==> src/rtl/trig_wdog_pkg.sv <==
package trig_wdog_pkg;

    localparam int unsigned FAIL_W   = 3;
    localparam int unsigned REG_W    = 8;
    localparam int unsigned ADDR_W   = 2;
    localparam int unsigned TH_LSB   = 4;
    localparam logic [FAIL_W-1:0] FAIL_MAX = '1;

    localparam logic [ADDR_W-1:0] ADDR_CTRL = 2'd0;
    localparam logic [ADDR_W-1:0] ADDR_STAT = 2'd1;

    localparam int unsigned CB_ON   = 0;
    localparam int unsigned CB_HOLD = 1;
    localparam int unsigned CB_DRV  = 2;
    localparam int unsigned SB_FAIL = 0;
    localparam int unsigned SB_LTO  = 1;
    localparam int unsigned SB_OK   = 2;

    typedef enum logic [1:0] {
        WS_OFF   = 2'd0,
        WS_LONG  = 2'd1,
        WS_CLOSE = 2'd2,
        WS_OPEN  = 2'd3
    } wd_state_e;

endpackage

==> src/rtl/trig_wdog_deglitch.sv <==
module trig_wdog_deglitch #(
    parameter int unsigned FILT_CYC = 30
) (
    input  logic clk,
    input  logic rst_n,
    input  logic trig_in,
    output logic rise
);
    localparam int unsigned CW = (FILT_CYC > 1) ? $clog2(FILT_CYC) : 1;
    localparam logic [CW-1:0] CNT_LAST = CW'(FILT_CYC - 1);

    typedef struct packed {
        logic [1:0]    sync;
        logic          filt;
        logic [CW-1:0] cnt;
        logic          rise;
    } dg_t;

    dg_t dg_q, dg_d;

    always_comb begin
        dg_d      = dg_q;
        dg_d.sync = {dg_q.sync[0], trig_in};
        dg_d.rise = 1'b0;
        if (dg_q.sync[1] != dg_q.filt) begin
            if (dg_q.cnt == CNT_LAST) begin
                dg_d.filt = dg_q.sync[1];
                dg_d.cnt  = '0;
                dg_d.rise = dg_q.sync[1];
            end else begin
                dg_d.cnt = dg_q.cnt + 1'b1;
            end
        end else begin
            dg_d.cnt = '0;
        end
    end

    always_ff @(posedge clk or negedge rst_n) begin
        if (!rst_n) dg_q <= '0;
        else        dg_q <= dg_d;
    end

    assign rise = dg_q.rise;
endmodule

==> src/rtl/trig_wdog_window.sv <==
module trig_wdog_window
    import trig_wdog_pkg::*;
#(
    parameter int unsigned LONG_CYC  = 772_000_000,
    parameter int unsigned CLOSE_CYC = 10_000,
    parameter int unsigned OPEN_CYC  = 10_000
) (
    input  logic clk,
    input  logic rst_n,
    input  logic run,
    input  logic hold,
    input  logic svc,
    output logic ev_good,
    output logic ev_bad,
    output logic ev_lto,
    output logic in_long
);
    localparam int unsigned M1  = (LONG_CYC > CLOSE_CYC) ? LONG_CYC : CLOSE_CYC;
    localparam int unsigned MX  = (M1 > OPEN_CYC) ? M1 : OPEN_CYC;
    localparam int unsigned TW  = $clog2(MX + 1);
    localparam logic [TW-1:0] LONG_LAST  = TW'(LONG_CYC - 1);
    localparam logic [TW-1:0] CLOSE_LAST = TW'(CLOSE_CYC - 1);
    localparam logic [TW-1:0] OPEN_LAST  = TW'(OPEN_CYC - 1);

    typedef struct packed {
        wd_state_e     st;
        logic [TW-1:0] tmr;
        logic          good;
        logic          bad;
        logic          lto;
    } win_t;

    win_t w_q, w_d;

    always_comb begin
        w_d      = w_q;
        w_d.good = 1'b0;
        w_d.bad  = 1'b0;
        w_d.lto  = 1'b0;
        if (!run) begin
            w_d.st  = WS_OFF;
            w_d.tmr = '0;
        end else if (hold) begin
            w_d.st  = WS_LONG;
            w_d.tmr = '0;
        end else begin
            unique case (w_q.st)
                WS_OFF: begin
                    w_d.st  = WS_LONG;
                    w_d.tmr = '0;
                end
                WS_LONG: begin
                    if (svc) begin
                        w_d.st  = WS_CLOSE;
                        w_d.tmr = '0;
                    end else if (w_q.tmr == LONG_LAST) begin
                        w_d.st  = WS_CLOSE;
                        w_d.tmr = '0;
                        w_d.bad = 1'b1;
                        w_d.lto = 1'b1;
                    end else begin
                        w_d.tmr = w_q.tmr + 1'b1;
                    end
                end
                WS_CLOSE: begin
                    if (svc) begin
                        w_d.tmr = '0;
                        w_d.bad = 1'b1;
                    end else if (w_q.tmr == CLOSE_LAST) begin
                        w_d.st  = WS_OPEN;
                        w_d.tmr = '0;
                    end else begin
                        w_d.tmr = w_q.tmr + 1'b1;
                    end
                end
                WS_OPEN: begin
                    if (svc) begin
                        w_d.st   = WS_CLOSE;
                        w_d.tmr  = '0;
                        w_d.good = 1'b1;
                    end else if (w_q.tmr == OPEN_LAST) begin
                        w_d.st  = WS_CLOSE;
                        w_d.tmr = '0;
                        w_d.bad = 1'b1;
                    end else begin
                        w_d.tmr = w_q.tmr + 1'b1;
                    end
                end
                default: w_d.st = WS_OFF;
            endcase
        end
    end

    always_ff @(posedge clk or negedge rst_n) begin
        if (!rst_n) begin
            w_q     <= '0;
            w_q.st  <= WS_LONG;
        end else begin
            w_q <= w_d;
        end
    end

    assign ev_good = w_q.good;
    assign ev_bad  = w_q.bad;
    assign ev_lto  = w_q.lto;
    assign in_long = (w_q.st == WS_LONG);
endmodule

==> src/rtl/trig_wdog_ctrl.sv <==
module trig_wdog_ctrl
    import trig_wdog_pkg::*;
#(
    parameter logic [FAIL_W-1:0] TH_RST = 3'd3
) (
    input  logic              clk,
    input  logic              rst_n,
    input  logic              reg_we,
    input  logic [ADDR_W-1:0] reg_addr,
    input  logic [REG_W-1:0]  reg_wdata,
    output logic [REG_W-1:0]  reg_rdata,
    input  logic              run,
    input  logic              in_long,
    input  logic              ev_good,
    input  logic              ev_bad,
    input  logic              ev_lto,
    output logic              wd_on,
    output logic              hold,
    output logic              en_drv,
    output logic              int_n,
    output logic [FAIL_W-1:0] fail_cnt,
    output logic              first_ok
);
    typedef struct packed {
        logic              wd_on;
        logic              hold;
        logic [FAIL_W-1:0] th;
        logic              drv;
        logic [FAIL_W-1:0] cnt;
        logic              ok;
        logic              f_fail;
        logic              f_lto;
    } ctl_t;

    ctl_t c_q, c_d;
    logic over, permit, wr_ctrl, wr_stat;

    assign wr_ctrl = reg_we && (reg_addr == ADDR_CTRL);
    assign wr_stat = reg_we && (reg_addr == ADDR_STAT);
    assign over    = (c_q.cnt > c_q.th);
    assign permit  = !over && c_q.ok && !c_q.f_fail && !c_q.f_lto
                     && run && !in_long && !ev_lto;

    always_comb begin
        c_d = c_q;
        // fail counter and first-good flag
        if (!run) begin
            c_d.cnt = '0;
            c_d.ok  = 1'b0;
        end else if (ev_bad) begin
            if (c_q.cnt != FAIL_MAX) c_d.cnt = c_q.cnt + 1'b1;
        end else if (ev_good) begin
            if (c_q.cnt != '0) c_d.cnt = c_q.cnt - 1'b1;
            c_d.ok = 1'b1;
        end
        // sticky flags: clear first, a live set condition wins
        if (wr_stat) begin
            if (reg_wdata[SB_FAIL]) c_d.f_fail = 1'b0;
            if (reg_wdata[SB_LTO])  c_d.f_lto  = 1'b0;
        end
        if (over)          c_d.f_fail = 1'b1;
        if (ev_lto && run) c_d.f_lto  = 1'b1;
        // control register
        if (wr_ctrl) begin
            c_d.wd_on = reg_wdata[CB_ON];
            c_d.hold  = reg_wdata[CB_HOLD];
            c_d.th    = reg_wdata[TH_LSB +: FAIL_W];
            if (!reg_wdata[CB_DRV]) c_d.drv = 1'b0;
            else if (permit)        c_d.drv = 1'b1;
        end
        if (over || !run || in_long) c_d.drv = 1'b0;
    end

    always_ff @(posedge clk or negedge rst_n) begin
        if (!rst_n) begin
            c_q       <= '0;
            c_q.wd_on <= 1'b1;
            c_q.th    <= TH_RST;
        end else begin
            c_q <= c_d;
        end
    end

    always_comb begin
        reg_rdata = '0;
        if (reg_addr == ADDR_CTRL) begin
            reg_rdata[CB_ON]                = c_q.wd_on;
            reg_rdata[CB_HOLD]              = c_q.hold;
            reg_rdata[CB_DRV]               = c_q.drv;
            reg_rdata[TH_LSB +: FAIL_W]     = c_q.th;
        end else if (reg_addr == ADDR_STAT) begin
            reg_rdata[SB_FAIL]              = c_q.f_fail;
            reg_rdata[SB_LTO]               = c_q.f_lto;
            reg_rdata[SB_OK]                = c_q.ok;
            reg_rdata[TH_LSB +: FAIL_W]     = c_q.cnt;
        end
    end

    assign wd_on    = c_q.wd_on;
    assign hold     = c_q.hold;
    assign en_drv   = c_q.drv;
    assign int_n    = !(c_q.f_fail || c_q.f_lto);
    assign fail_cnt = c_q.cnt;
    assign first_ok = c_q.ok;
endmodule

==> src/rtl/trig_wdog.sv <==
module trig_wdog
    import trig_wdog_pkg::*;
#(
    parameter int unsigned LONG_CYC  = 772_000_000,
    parameter int unsigned CLOSE_CYC = 10_000,
    parameter int unsigned OPEN_CYC  = 10_000,
    parameter int unsigned FILT_CYC  = 30,
    parameter logic [2:0]  TH_RST    = 3'd3
) (
    input  logic         clk,
    input  logic         rst_n,
    input  logic         trig_raw,
    input  logic         dis_pin,
    input  logic         reg_we,
    input  logic [1:0]   reg_addr,
    input  logic [7:0]   reg_wdata,
    output logic [7:0]   reg_rdata,
    output logic         en_drv,
    output logic         int_n,
    output logic [2:0]   fail_cnt,
    output logic         first_ok,
    output logic         in_long
);
    logic svc, run, wd_on, hold;
    logic ev_good, ev_bad, ev_lto;

    assign run = wd_on && !dis_pin;

    trig_wdog_deglitch #(.FILT_CYC(FILT_CYC)) u_flt (
        .clk     (clk),
        .rst_n   (rst_n),
        .trig_in (trig_raw),
        .rise    (svc)
    );

    trig_wdog_window #(
        .LONG_CYC  (LONG_CYC),
        .CLOSE_CYC (CLOSE_CYC),
        .OPEN_CYC  (OPEN_CYC)
    ) u_win (
        .clk     (clk),
        .rst_n   (rst_n),
        .run     (run),
        .hold    (hold),
        .svc     (svc),
        .ev_good (ev_good),
        .ev_bad  (ev_bad),
        .ev_lto  (ev_lto),
        .in_long (in_long)
    );

    trig_wdog_ctrl #(.TH_RST(TH_RST)) u_ctl (
        .clk       (clk),
        .rst_n     (rst_n),
        .reg_we    (reg_we),
        .reg_addr  (reg_addr),
        .reg_wdata (reg_wdata),
        .reg_rdata (reg_rdata),
        .run       (run),
        .in_long   (in_long),
        .ev_good   (ev_good),
        .ev_bad    (ev_bad),
        .ev_lto    (ev_lto),
        .wd_on     (wd_on),
        .hold      (hold),
        .en_drv    (en_drv),
        .int_n     (int_n),
        .fail_cnt  (fail_cnt),
        .first_ok  (first_ok)
    );
endmodule

==> config.mk <==
export PLATFORM = sky130hd
export DESIGN_NAME = trig_wdog
export DESIGN_NICKNAME = d
export VERILOG_FILES = /design/src/rtl/trig_wdog_pkg.sv /design/src/rtl/trig_wdog_deglitch.sv /design/src/rtl/trig_wdog_window.sv /design/src/rtl/trig_wdog_ctrl.sv /design/src/rtl/trig_wdog.sv
export SDC_FILE = /design/constraint.sdc
export NUM_CORES = 1
export LEC_CHECK = 0
export ABC_AREA = 1
export ABC_CLOCK_PERIOD_IN_PS = 5000
export BUFFER_PORTS_ARGS = -buffer_cell sky130_fd_sc_hd__buf_2
export CELL_PAD_IN_SITES_DETAIL_PLACEMENT = 0
export CELL_PAD_IN_SITES_GLOBAL_PLACEMENT = 2
export CORE_MARGIN = 3
export CORE_UTILIZATION = 23
export CTS_CLUSTER_SIZE = 20
export DETAILED_ROUTE_END_ITERATION = 6
export GPL_TIMING_DRIVEN = 0
export PLACE_DENSITY = 0.57
export SLEW_MARGIN = 30
export SYNTH_ARGS = -nofsm -noshare
export SYNTH_HDL_FRONTEND = slang
export SYNTH_SLANG_ARGS = --single-unit
==> constraint.sdc <==
create_clock -name clk -period 5 [get_ports clk]
set_clock_uncertainty 0.2 [all_clocks]
set_input_delay 1 -clock clk [delete_from_list [all_inputs] [get_ports clk]]
set_output_delay 1 -clock clk [all_outputs]
set_load 0.005 [all_outputs]
==> run_results.csv <==
group,metric,value,unit
logic_synthesis,ys.flop_type,"dfrtp_1",
worst_hold_path,hold_class,"reg2reg",
clock_network,numCtsBuffers,5,
logic_synthesis,ys_async_sr_fraction,100.0,%
setup_path,arrival,1.83,ns
place,place_inst,654,
die,start_util,23.78,%
clock_network,cts_max_path_buffers,2,
final_layout,nNetsFinal,499,
setup_path,path_cells,"buf_2 > nor2_1 > inv_1 > o21ai_0 > buf_2",
route,wl_per_cell,14.33,um
route,totalWireLength,9.486,mm
logic_synthesis,yosysWarnings,0,
timing,setup_tns,0,ns
grt,grtUsageMet3,3.050,%
timing,drv_slew,0,
final_layout,area_growth,15.21,%
die,dieArea,0.01671,mm^2
final_layout,fill_cells,1571,
clock_network,clock_latency,0.31,ns
clock_network,htree_levels,2,
logic_synthesis,yosysSeqAreaShare,40.23,%
timing,rsz0062_at_grt,"no",
grt,grt_overflow,0,
timing,finalCritPeriodShare,60.67,%
setup_path,cp_slowest_cell,"nor2_1",
setup_path,required,3.80,ns
clock_network,cts_root_buffer,"clkbuf_16",
grt,antenna_found_initial,0,
final_layout,n_antenna_cell,0,
setup_path,worstSetupPathType,"in2out",
power_and_ir_drop,power_density,249.3,mW/mm^2
logic_synthesis,ys_types,39,
setup_path,setup.worst_path.end_class,"output pin",
logic_synthesis,synth_area_per_cell,7.891,um^2
route,drt_iter0_markers,141,
timing,period_needed,3.033,ns
place,routabilityCongestion,0.8190,
clock_network,clock-sinks,56,
status,status,"finished clean",
power_and_ir_drop,peakVddDrop,0.1124,mV
clock_network,cts_resized,0,
die,fp.dieH,129.3,um
setup_path,path_max_fanout,4,
final_layout,drive_above_1_share,20.92,%
route,ant_nets,0,
setup_path,slowest_delay,0.22,ns
grt,grt.total_usage,12.18,%
route,num_vias,2792,
setup_path,critPathMostFrequentCell,"buf_2",
grt,use_met2,17.77,%
grt,met1_usage,17.77,%
logic_synthesis,netlist_instances,443,
route,via_per_inst,4.218,
clock_network,post_cts_buffers,0,
clock_network,hold_buffers,0,
route,dr.pass1.iters,4,
logic_synthesis,syn-cell-area,0.003496,mm^2
clock_network,cts_tree,"yes",
setup_path,start_kind,"primary input",
logic_synthesis,synth-edff-count,0,
power_and_ir_drop,total_leakage_power,0.001772,uW
place,port_buffers,25,
clock_network,clkTransAtPathRegs,0.07,ns
grt,top_usage_layer,"met2",
setup_path,critPathBufInv,3,
die,core_region_area,0.01470,mm^2
final_layout,multiInputGateArea,0.001777,mm^2
grt,grt_pass1_wl,15.49,mm
final_layout,area.sequential,0.001406,mm^2
die,die_w,129.3,um
final_layout,finalNonFillerCells,662,
route,drc,0,
flow_run,cap_violations,0,
place,dpl.hpwl,7.613,mm
timing,finalSetupViolCount,0,
setup_path,cp_top_family,"buffers and inverters",
logic_synthesis,synth_seq_cells,56,
die,std_cell_rows,44,
timing,fmax,329.7,MHz
timing,finalHoldViolations,0,
die,pin_count,30,
grt,grt_max_degree,30,
grt,grt_pass1_vias,2817,
## synth_stat cells, types with 2 or more instances
cell type  number  area, um^2
a21oi_1         5       25.02
a31oi_1         3       18.77
and3_1          2       12.51
buf_4           5       37.54
dfrtp_1        52        1301
dfstp_2         4       105.1
ha_1            6       75.07
inv_1          55       206.5
inv_2           7       26.28
nand2_1        82       307.8
nand2_2         6       37.54
nand2_4         2       22.52
nand3_1        21       105.1
nand3b_1        3       22.52
nand4_1        15       93.84
nor2_1         66       247.7
nor2_2         23       143.9
nor2_4          6       67.56
nor3_1         15       75.07
nor3_2          7       70.07
o211ai_1        2       15.01
o21ai_0        12       60.06
o22ai_1         3       18.77
o31ai_1         2       15.01
xnor2_1        10       87.58
xor2_1         16       140.1
## power breakdown
group | leakage, uW | internal (uW) | switching (uW) | total (uW)
combinational | 0.000950 | 54.6 | 80.4 | 135
sequential | 0.000752 | 475 | 17.4 | 492
clock | 0.0000701 | 201 | 177 | 377
## cell type report
cell class                      instances  share of cell area [%]
Sequential cell                        56                   34.92
Buffer                                  8                   2.081
Clock buffer                            7                   3.541
Inverter                               62                   5.778
Timing Repair Buffer                   26                   3.666
Tap cell                              184                   5.716
Clock inverter                          1                  0.1864
Multi-Input combinational cell        318                   44.11
## worst reg2reg max path, delay by kind of cell (launching register included)
family / cells / cell delay [ns]
adder cells (fa/ha/maj): 1 / 0.22
AND/OR/NAND/NOR: 9 / 0.92
flip-flops: 1 / 0.40
buffers and inverters: 1 / 0.17
## worst paths after layout
kind / startpoint / to / slack [ns] / depth (start not counted)
min: u_flt.dg_d[8] / u_flt.dg_q[8] / 0.15 / 0
min in group asynchronous: rst_n / u_win.w_q[28] / 0.41 / 1
max in group asynchronous: rst_n / u_flt.rise / 3.68 / 2
max: reg_addr[0] / reg_rdata[1] / 1.97 / 5
min reg2reg: u_flt.dg_d[8] / u_flt.dg_q[8] / 0.15 / 0
max reg2reg: u_win.w_q[3] / u_win.w_q[29] / 2.99 / 11
## registers in the layout, summed over array words and instances (netlist names), 3 cells and up
register / flops
u_win.w_q: 32
u_flt.dg_q: 7
u_ctl.c_q: 5
u_ctl.fail_cnt: 3
## per-stage QoR
| stage | worst slack, ns | utilization [%] | power, uW | instance area [um^2] | hold slack (ns) |
|---|---|---|---|---|---|
| after floorplan | 2.342 | - | 583.0 | 3500 | 0.1312 |
| after global placement | 1.971 | 26.23 | 636.9 | 3855 | 0.1339 |
| after detailed placement | 1.963 | 26.38 | 639.2 | 3877 | 0.1371 |
| after CTS | 1.967 | 27.40 | 1026 | 4028 | 0.1536 |
| after global routing | 1.855 | 27.40 | 1063 | 4028 | 0.1600 |
| final | 1.967 | 27.40 | 1004 | 4028 | 0.1530 |
## logic make-up (layout without fill, tap and decap cells)
| group | Yosys count | after routing | share of synthesized area, % |
|---|---|---|---|
| adder cells (fa/ha/maj) | 7 | 7 | 2.720 |
| other | 1 | 2 | 0.1073 |
| XOR/XNOR | 26 | 26 | 6.514 |
| AND/OR/NAND/NOR | 254 | 254 | 36.29 |
| flip-flops | 56 | 56 | 40.23 |
| buffers and inverters | 70 | 104 | 9.055 |
| AO/OA/AOI/OAI | 29 | 29 | 5.082 |
## layout by cell type, fill, tap and decap left out, drive strengths merged
master,Yosys,routed
nor2,96,96
nand2,90,90
inv,62,62
dfrtp,52,52
buf,8,34
nand3,22,22
nor3,22,22
xor2,16,16
nand4,16,16
o21ai,12,12
xnor2,10,10
clkbuf,0,7
ha,6,6
a21oi,6,6
dfstp,4,4
o22ai,3,3
a31oi,3,3
nand3b,3,3
and3,2,2
o211ai,2,2
o31ai,2,2
conb,1,2
and2,1,1
nor4,1,1
a32oi,1,1
nor3b,1,1
fa,1,1
clkinvlp,0,1
## layer usage
| metal | routed length (um) | part of all wire (%) | vias up |
|---|---|---|---|
| li1 | - | - | 1468 |
| met4 | 122 | 1.3 | 0 |
| met3 | 499 | 5.3 | 6 |
| met5 | 0 | 0 | - |
| met1 | 4902 | 52 | 1269 |
| met2 | 3961 | 42 | 49 |
Power figures use the tool's default switching activity.
